===== src/rtl/b100_pkg.sv =====
package b100_pkg;

   typedef enum logic [2:0] {
      ST_IDLE  = 3'd0,
      ST_ARM   = 3'd1,
      ST_CLEAR = 3'd2,
      ST_LOAD  = 3'd3,
      ST_SHIFT = 3'd4
   } conv_state_e;

   // True when base**digits can represent every in_w-bit value.
   function automatic bit radix_covers(input int base, input int digits, input int in_w);
      longint cap;
      longint lim;
      cap = 1;
      lim = longint'(1) << in_w;
      for (int i = 0; i < digits; i++) begin
         if (cap < lim) cap = cap * base;
      end
      return cap >= lim;
   endfunction

endpackage


===== src/rtl/b100_cell.sv =====
module b100_cell #(
   parameter int CELL_W = 7,
   parameter int BASE   = 100
) (
   input  logic              clk,
   input  logic              rst_n,
   input  logic              clr,
   input  logic              shift,
   input  logic              shin,
   output logic [CELL_W-1:0] q,
   output logic              shout
);
   localparam int HALF = BASE / 2;
   localparam int ADJ  = ((1 << CELL_W) - BASE) / 2;

   logic [CELL_W-1:0] adj;

   always_comb begin
      adj   = (q >= CELL_W'(HALF)) ? q + CELL_W'(ADJ) : q;
      shout = adj[CELL_W-1];
   end

   always_ff @(posedge clk or negedge rst_n) begin
      if (!rst_n)     q <= '0;
      else if (clr)   q <= '0;
      else if (shift) q <= {adj[CELL_W-2:0], shin};
   end

   AST_CELL_RANGE: assert property (@(posedge clk) disable iff (!rst_n)
      q <= CELL_W'(BASE - 1));
   AST_CELL_CLEAR: assert property (@(posedge clk) disable iff (!rst_n)
      clr |=> q == '0);
   AST_CELL_HOLD: assert property (@(posedge clk) disable iff (!rst_n)
      (!clr && !shift) |=> $stable(q));

endmodule


===== src/rtl/b100_opreg.sv =====
module b100_opreg #(
   parameter int W = 26
) (
   input  logic         clk,
   input  logic         rst_n,
   input  logic         clr,
   input  logic         load,
   input  logic         shift,
   input  logic [W-1:0] d,
   output logic [W-1:0] q,
   output logic         msb
);
   always_ff @(posedge clk or negedge rst_n) begin
      if (!rst_n)     q <= '0;
      else if (clr)   q <= '0;
      else if (load)  q <= d;
      else if (shift) q <= {q[W-2:0], 1'b0};
   end

   assign msb = q[W-1];

   AST_OPR_CLR_WINS: assert property (@(posedge clk) disable iff (!rst_n)
      clr |=> q == '0);
   AST_OPR_LOAD: assert property (@(posedge clk) disable iff (!rst_n)
      (load && !clr) |=> q == $past(d));

endmodule


===== src/rtl/b100_bitcnt.sv =====
module b100_bitcnt #(
   parameter int W      = 5,
   parameter int PRESET = 25
) (
   input  logic         clk,
   input  logic         rst_n,
   input  logic         preset,
   input  logic         en,
   output logic [W-1:0] cnt,
   output logic         zero
);
   always_ff @(posedge clk or negedge rst_n) begin
      if (!rst_n)                 cnt <= '0;
      else if (preset)            cnt <= W'(PRESET);
      else if (en && cnt != '0)   cnt <= cnt - 1'b1;
   end

   assign zero = (cnt == '0);

   AST_CNT_PRESET: assert property (@(posedge clk) disable iff (!rst_n)
      preset |=> cnt == W'(PRESET));
   AST_CNT_FLOOR: assert property (@(posedge clk) disable iff (!rst_n)
      (en && !preset && zero) |=> zero);

endmodule


===== src/rtl/b100_conv.sv =====
module b100_conv
   import b100_pkg::*;
#(
   parameter int IN_W   = 26,
   parameter int DIGITS = 4,
   parameter int CELL_W = 7,
   parameter int BASE   = 100
) (
   input  logic                     clk,
   input  logic                     rst_n,
   input  logic                     start_i,
   input  logic [IN_W-1:0]          value_i,
   output logic [DIGITS*CELL_W-1:0] digits_o,
   output logic                     done_o,
   output logic [2:0]               state_o,
   output logic [$clog2(IN_W)-1:0]  count_o
);
   localparam int DIG_W  = DIGITS * CELL_W;
   localparam int CNT_W  = $clog2(IN_W);
   localparam int PRESET = IN_W - 1;

   generate
      if ((BASE % 2) != 0 || BASE > (1 << CELL_W) || CELL_W < 2)
         begin : g_bad_base
            $error("b100_conv: BASE must be even and fit in CELL_W bits");
         end
      if (!radix_covers(BASE, DIGITS, IN_W))
         begin : g_bad_digits
            $error("b100_conv: DIGITS too few for IN_W");
         end
   endgenerate

   conv_state_e state_q, state_d;
   logic clr_en, load_en, shift_en, cnt_zero, any_set, op_msb;
   logic [IN_W-1:0] op_q;
   logic [DIGITS:0] link;

   assign clr_en   = (state_q == ST_CLEAR);
   assign load_en  = (state_q == ST_LOAD);
   assign shift_en = (state_q == ST_SHIFT);

   b100_opreg #(.W(IN_W)) u_opreg (
      .clk(clk), .rst_n(rst_n), .clr(clr_en), .load(load_en),
      .shift(shift_en), .d(value_i), .q(op_q), .msb(op_msb)
   );

   assign link[0] = op_msb;

   generate
      for (genvar g = 0; g < DIGITS; g++) begin : g_cell
         b100_cell #(.CELL_W(CELL_W), .BASE(BASE)) u_cell (
            .clk(clk), .rst_n(rst_n), .clr(clr_en), .shift(shift_en),
            .shin(link[g]), .q(digits_o[g*CELL_W +: CELL_W]), .shout(link[g+1])
         );
      end
   endgenerate

   b100_bitcnt #(.W(CNT_W), .PRESET(PRESET)) u_cnt (
      .clk(clk), .rst_n(rst_n), .preset(clr_en), .en(shift_en),
      .cnt(count_o), .zero(cnt_zero)
   );

   assign any_set = (|op_q) | (|digits_o);

   always_comb begin
      state_d = state_q;
      case (state_q)
         ST_IDLE:  if (!start_i) state_d = ST_ARM;
         ST_ARM:   if (start_i)  state_d = ST_CLEAR;
         ST_CLEAR: if (!any_set) state_d = ST_LOAD;
         ST_LOAD:                state_d = ST_SHIFT;
         ST_SHIFT: if (cnt_zero) state_d = ST_IDLE;
         default:                state_d = ST_IDLE;
      endcase
   end

   always_ff @(posedge clk or negedge rst_n) begin
      if (!rst_n) state_q <= ST_IDLE;
      else        state_q <= state_d;
   end

   assign done_o  = (state_q == ST_IDLE) || (state_q == ST_ARM);
   assign state_o = state_q;

   AST_START_QUAL: assert property (@(posedge clk) disable iff (!rst_n)
      $fell(done_o) |-> ($past(start_i) && $past(state_q) == ST_ARM));
   AST_DONE_COUNT: assert property (@(posedge clk) disable iff (!rst_n)
      $rose(done_o) |-> count_o == '0);
   AST_DIGITS_STABLE: assert property (@(posedge clk) disable iff (!rst_n)
      (done_o && $past(done_o)) |-> $stable(digits_o));
   AST_NO_CARRY_OUT: assert property (@(posedge clk) disable iff (!rst_n)
      shift_en |-> !link[DIGITS]);
   AST_LOAD_CLEAN: assert property (@(posedge clk) disable iff (!rst_n)
      load_en |-> !any_set);

   logic unused_width;
   assign unused_width = ^{DIG_W{1'b0}};

endmodule


===== config.mk =====
export PLATFORM = sky130hd
export DESIGN_NAME = b100_conv
export DESIGN_NICKNAME = d
export VERILOG_FILES = /design/src/rtl/b100_pkg.sv /design/src/rtl/b100_cell.sv /design/src/rtl/b100_opreg.sv /design/src/rtl/b100_bitcnt.sv /design/src/rtl/b100_conv.sv
export SDC_FILE = /design/constraint.sdc
export NUM_CORES = 1
export LEC_CHECK = 0
export ABC_AREA = 1
export BUFFER_PORTS_ARGS = -buffer_cell sky130_fd_sc_hd__buf_2
export CAP_MARGIN = 20
export CORE_AREA = 2 2 83 85
export CTS_CLUSTER_SIZE = 14
export DETAILED_ROUTE_END_ITERATION = 6
export DIE_AREA = 0 0 85 87
export HOLD_SLACK_MARGIN = 0.06
export PLACE_DENSITY = 0.81
export SETUP_SLACK_MARGIN = 0.05
export SLEW_MARGIN = 5
export SYNTH_ARGS = -nofsm -noshare
export SYNTH_HDL_FRONTEND = slang
export SYNTH_SLANG_ARGS = --single-unit

===== constraint.sdc =====
create_clock -name clk -period 1.7 [get_ports clk]
set_input_delay 0.17 -clock clk [delete_from_list [all_inputs] [get_ports clk]]
set_output_delay 0.17 -clock clk [all_outputs]
set_load 0.01 [all_outputs]

==> results_dict.tcl <==
set metrics [dict create \
    dr_wl_met3_um 563 \
    die_h_um 87 \
    grt_first_pass_wirelength_um 14100 \
    slew_violations 0 \
    yosysTopAreaCell "dfrtp_1" \
    avgViaCountPerCell 5.47 \
    p_per_area_nw_per_um2 1900 \
    coreArea_um2 6570 \
    multi_input_comb_area_um2 1670 \
    synth-edff-count 0 \
    ios 66 \
    diodes 0 \
    cts-htree-levels 3 \
    clockBufferDepth 2 \
    yosysTopAreaCellShare_pct 45.1 \
    cts_inserted_buffers 9 \
    n_fill_cell 570 \
    synth_area_leaders "dfrtp_1 (45%), nand2_1 (11%), nand3_1 (8.1%), nor2_1 (7.7%), o21ai_0 (5.8%)" \
    drt-initial-drc-count 201 \
    crit_chain "buf_4, buf_2" \
    cts_tree "built" \
    p_leak_nw 2.16 \
    worstSetupEndpointType "primary output" \
    yosysWarnings 0 \
    overflow 0 \
    required_ns 1.53 \
    place_congestion 0.869 \
    arrival_ns 1.36 \
    remaining_drc_errors 0 \
    port_buffers 65 \
    crit_fanout 23 \
    met1_length_um 3670 \
    final-seq-area_um2 1550 \
    start_kind "flip-flop" \
    drt-total-wl_um 8500 \
    wl_met2_um 4130 \
    tightest_slew_ns 0.328 \
    cp_slowest_stage_delay_ns 0.50 \
    grt_max_degree 63 \
    ir_drop_mv 1.01 \
    clock_skew_ns 0.00651 \
    area_growth_syn_to_layout_pct 21.6 \
    hpwl_um 5670 \
    setup_violations 0 \
    syn_area_um2 3440 \
    crit_slowest_cell "dfrtp_1" \
    ys_ff_latch 62 \
    r2r_cells 11 \
    antenna_left 0 \
    avgRoutedWirePerCell_um 13.6 \
    status "finished clean" \
    r2r_end "g_cell[1].u_cell.q[4]$_DFFE_PN0P_" \
    r2r_start "g_cell[1].u_cell.q[2]$_DFFE_PN0P_" \
    synth-seq-area-share_pct 45.1 \
    top_layer_used "met4" \
    cts_sinks 62 \
    timing.critical_path.buf_inv 2 \
    drv_cap 0 \
    clkLatencyLatePin_ns 0.34 \
    final_area_um2 4190 \
    synth-main-ff-cell "dfrtp_1" \
    async_flop_share_pct 100 \
    dpl_cell_area_um2 3880 \
    rrSetupSlack_ns 0.18 \
    grt_antenna_before_repair 0 \
    min_path_cells 3 \
    hold_viol_final 0 \
    min_path_type "input port to flip-flop" \
    synth_nets 500 \
    holdWs_ns 0.0876 \
    fin_crit_ns 1.53 \
    drive_gt1_share_pct 22.7 \
    start_util_pct 52.4 \
    grt_setup_unrepaired "true" \
    cts_root_buffer "clkbuf_8" \
    slew_headroom_pct 78.1 \
    min_to "u_opreg.q[19]$_DFFE_PN0P_" \
    grt_pass1_vias 3198 \
    synth_cell_type_count 29 \
    layout.nets 576 \
    clkTransAtPathRegs_ns 0.07 \
    critical_path.top_delay_family "flip-flops" \
    num_rows 30 \
    fp.dieW_um 85 \
    criticalPathCategory "flip-flop to primary output" \
    avgSynthCellArea_um2 7.42 \
    gr-usage-all-layers_pct 23.8 \
    syn_inst 464 \
    num_vias 3406 \
    yosys-top-cells-count "nand2_1 (98), nor2_1 (71), dfrtp_1 (62)" \
    firstDrtPassIters 5 \
    design.die.area_um2 7400 \
    post-synth-top-count-cell "nand2_1" \
    max_freq_mhz 655 \
    hp-start "value_i[19]" \
    fin_crit_sh_pct 89.8 \
]
[state kept, by name, summed over array words and instances, names as in the netlist]
signal           count
state_o              3
g_cell.u_cell.q     28
u_opreg.q           26
u_cnt.cnt            5
[metrics by stage]
step / setup slack (ns) / setup TNS, ns / std cells / power, mW / utilization, %
floorplan: 0.209 / 0 / 464 / 5.36 / -
global placement: 0.157 / 0 / 603 / 6.37 / 59.1
detailed placement: -0.00342 / -0.00342 / 603 / 6.55 / 59.1
CTS: 0.0439 / 0 / 619 / 7.86 / 62.5
global route: 0.0367 / 0 / 623 / 8.63 / 63.7
finish: 0.173 / 0 / 623 / 7.94 / 63.7
[cell usage in the layout, fill, tap and decap left out, drive strengths merged]
cell type	Yosys	layout
inv	45	45
buf	14	81
nand2	100	100
nor3	3	3
o32ai	1	1
ha	7	7
nand3b	1	1
a31oi	2	2
clkbuf	4	14
nand4	3	3
a21oi	35	35
dlygate4sd3	0	2
xor2	1	1
nand3	57	57
nor2	73	73
dfrtp	62	62
o21ai	44	44
o22ai	11	11
a211oi	1	1
[cells by family after synthesis]
| logic type | count (synthesis) | synth area share (%) |
|---|---|---|
| AOI/OAI and AO/OA | 94 | 14.4 |
| DFF | 62 | 45.1 |
| buffers and inverters | 63 | 8.25 |
| adders and majority gates | 7 | 2.54 |
| xor gates and xnor gates | 1 | 0.254 |
| and+or+nand+nor | 237 | 29.5 |
[where the power goes]
| part | switching, mW | internal, mW | total [mW] | leakage, nW |
|---|---|---|---|---|
| sequential | 0.571 | 2.07 | 2.65 | 0.797 |
| clock | 0.550 | 0.713 | 1.26 | 0.101 |
| combinational | 2.57 | 1.47 | 4.04 | 1.27 |
| total | 3.69 | 4.26 | 7.94 | 2.16 |
[layout make-up]
class | count | area share (%)
inverters | 45 | 4.09
flip-flops and latches | 62 | 37.1
multi-input cells | 339 | 39.8
well taps | 80 | 2.39
repair buffers | 83 | 12.0
clock buffers | 14 | 4.60
[worst reg2reg max path, delay by kind of cell (launching register included)]
family	cells	cell delay (ns)
AND/OR/NAND/NOR	8	0.67
flip-flops	1	0.40
adder cells (fa/ha/maj)	1	0.19
buffers and inverters	2	0.16
[repair_timing]
item / in CTS / in global routing
gates resized for setup: 2 / 19
pin swaps: 0 / 5
setup endpoints to repair: 9 / 20
hold buffers: 2 / 0
buffers inserted: 0 / 4
hold endpoints to repair: 63 / 0
[routing by layer]
layer  vias to the layer above  GRT usage, %
met5                         -             0
met4                         0          9.52
met3                        17          6.26
met2                       116          39.3
met1                      1596          30.0
li1                       1677             -
[worst max path at each step]
stage                                      startpoint                           endpoint  slack, ns  depth (start not counted)
finish                         state_o[0]$_DFFE_PN0P_                         state_o[0]       0.17                          2
global route        g_cell[1].u_cell.q[2]$_DFFE_PN0P_  g_cell[1].u_cell.q[4]$_DFFE_PN0P_       0.04                         11
CTS                 g_cell[1].u_cell.q[1]$_DFFE_PN0P_  g_cell[1].u_cell.q[4]$_DFFE_PN0P_       0.04                         11
detailed placement           u_cnt.cnt[0]$_DFFE_PN0P_           u_cnt.cnt[0]$_DFFE_PN0P_     -0.003                          9
global placement             u_cnt.cnt[0]$_DFFE_PN0P_           u_cnt.cnt[0]$_DFFE_PN0P_       0.16                          9
floorplan           g_cell[1].u_cell.q[1]$_DFFE_PN0P_  g_cell[1].u_cell.q[4]$_DFFE_PN0P_       0.21                         11
(Power assumes the default switching activity.)
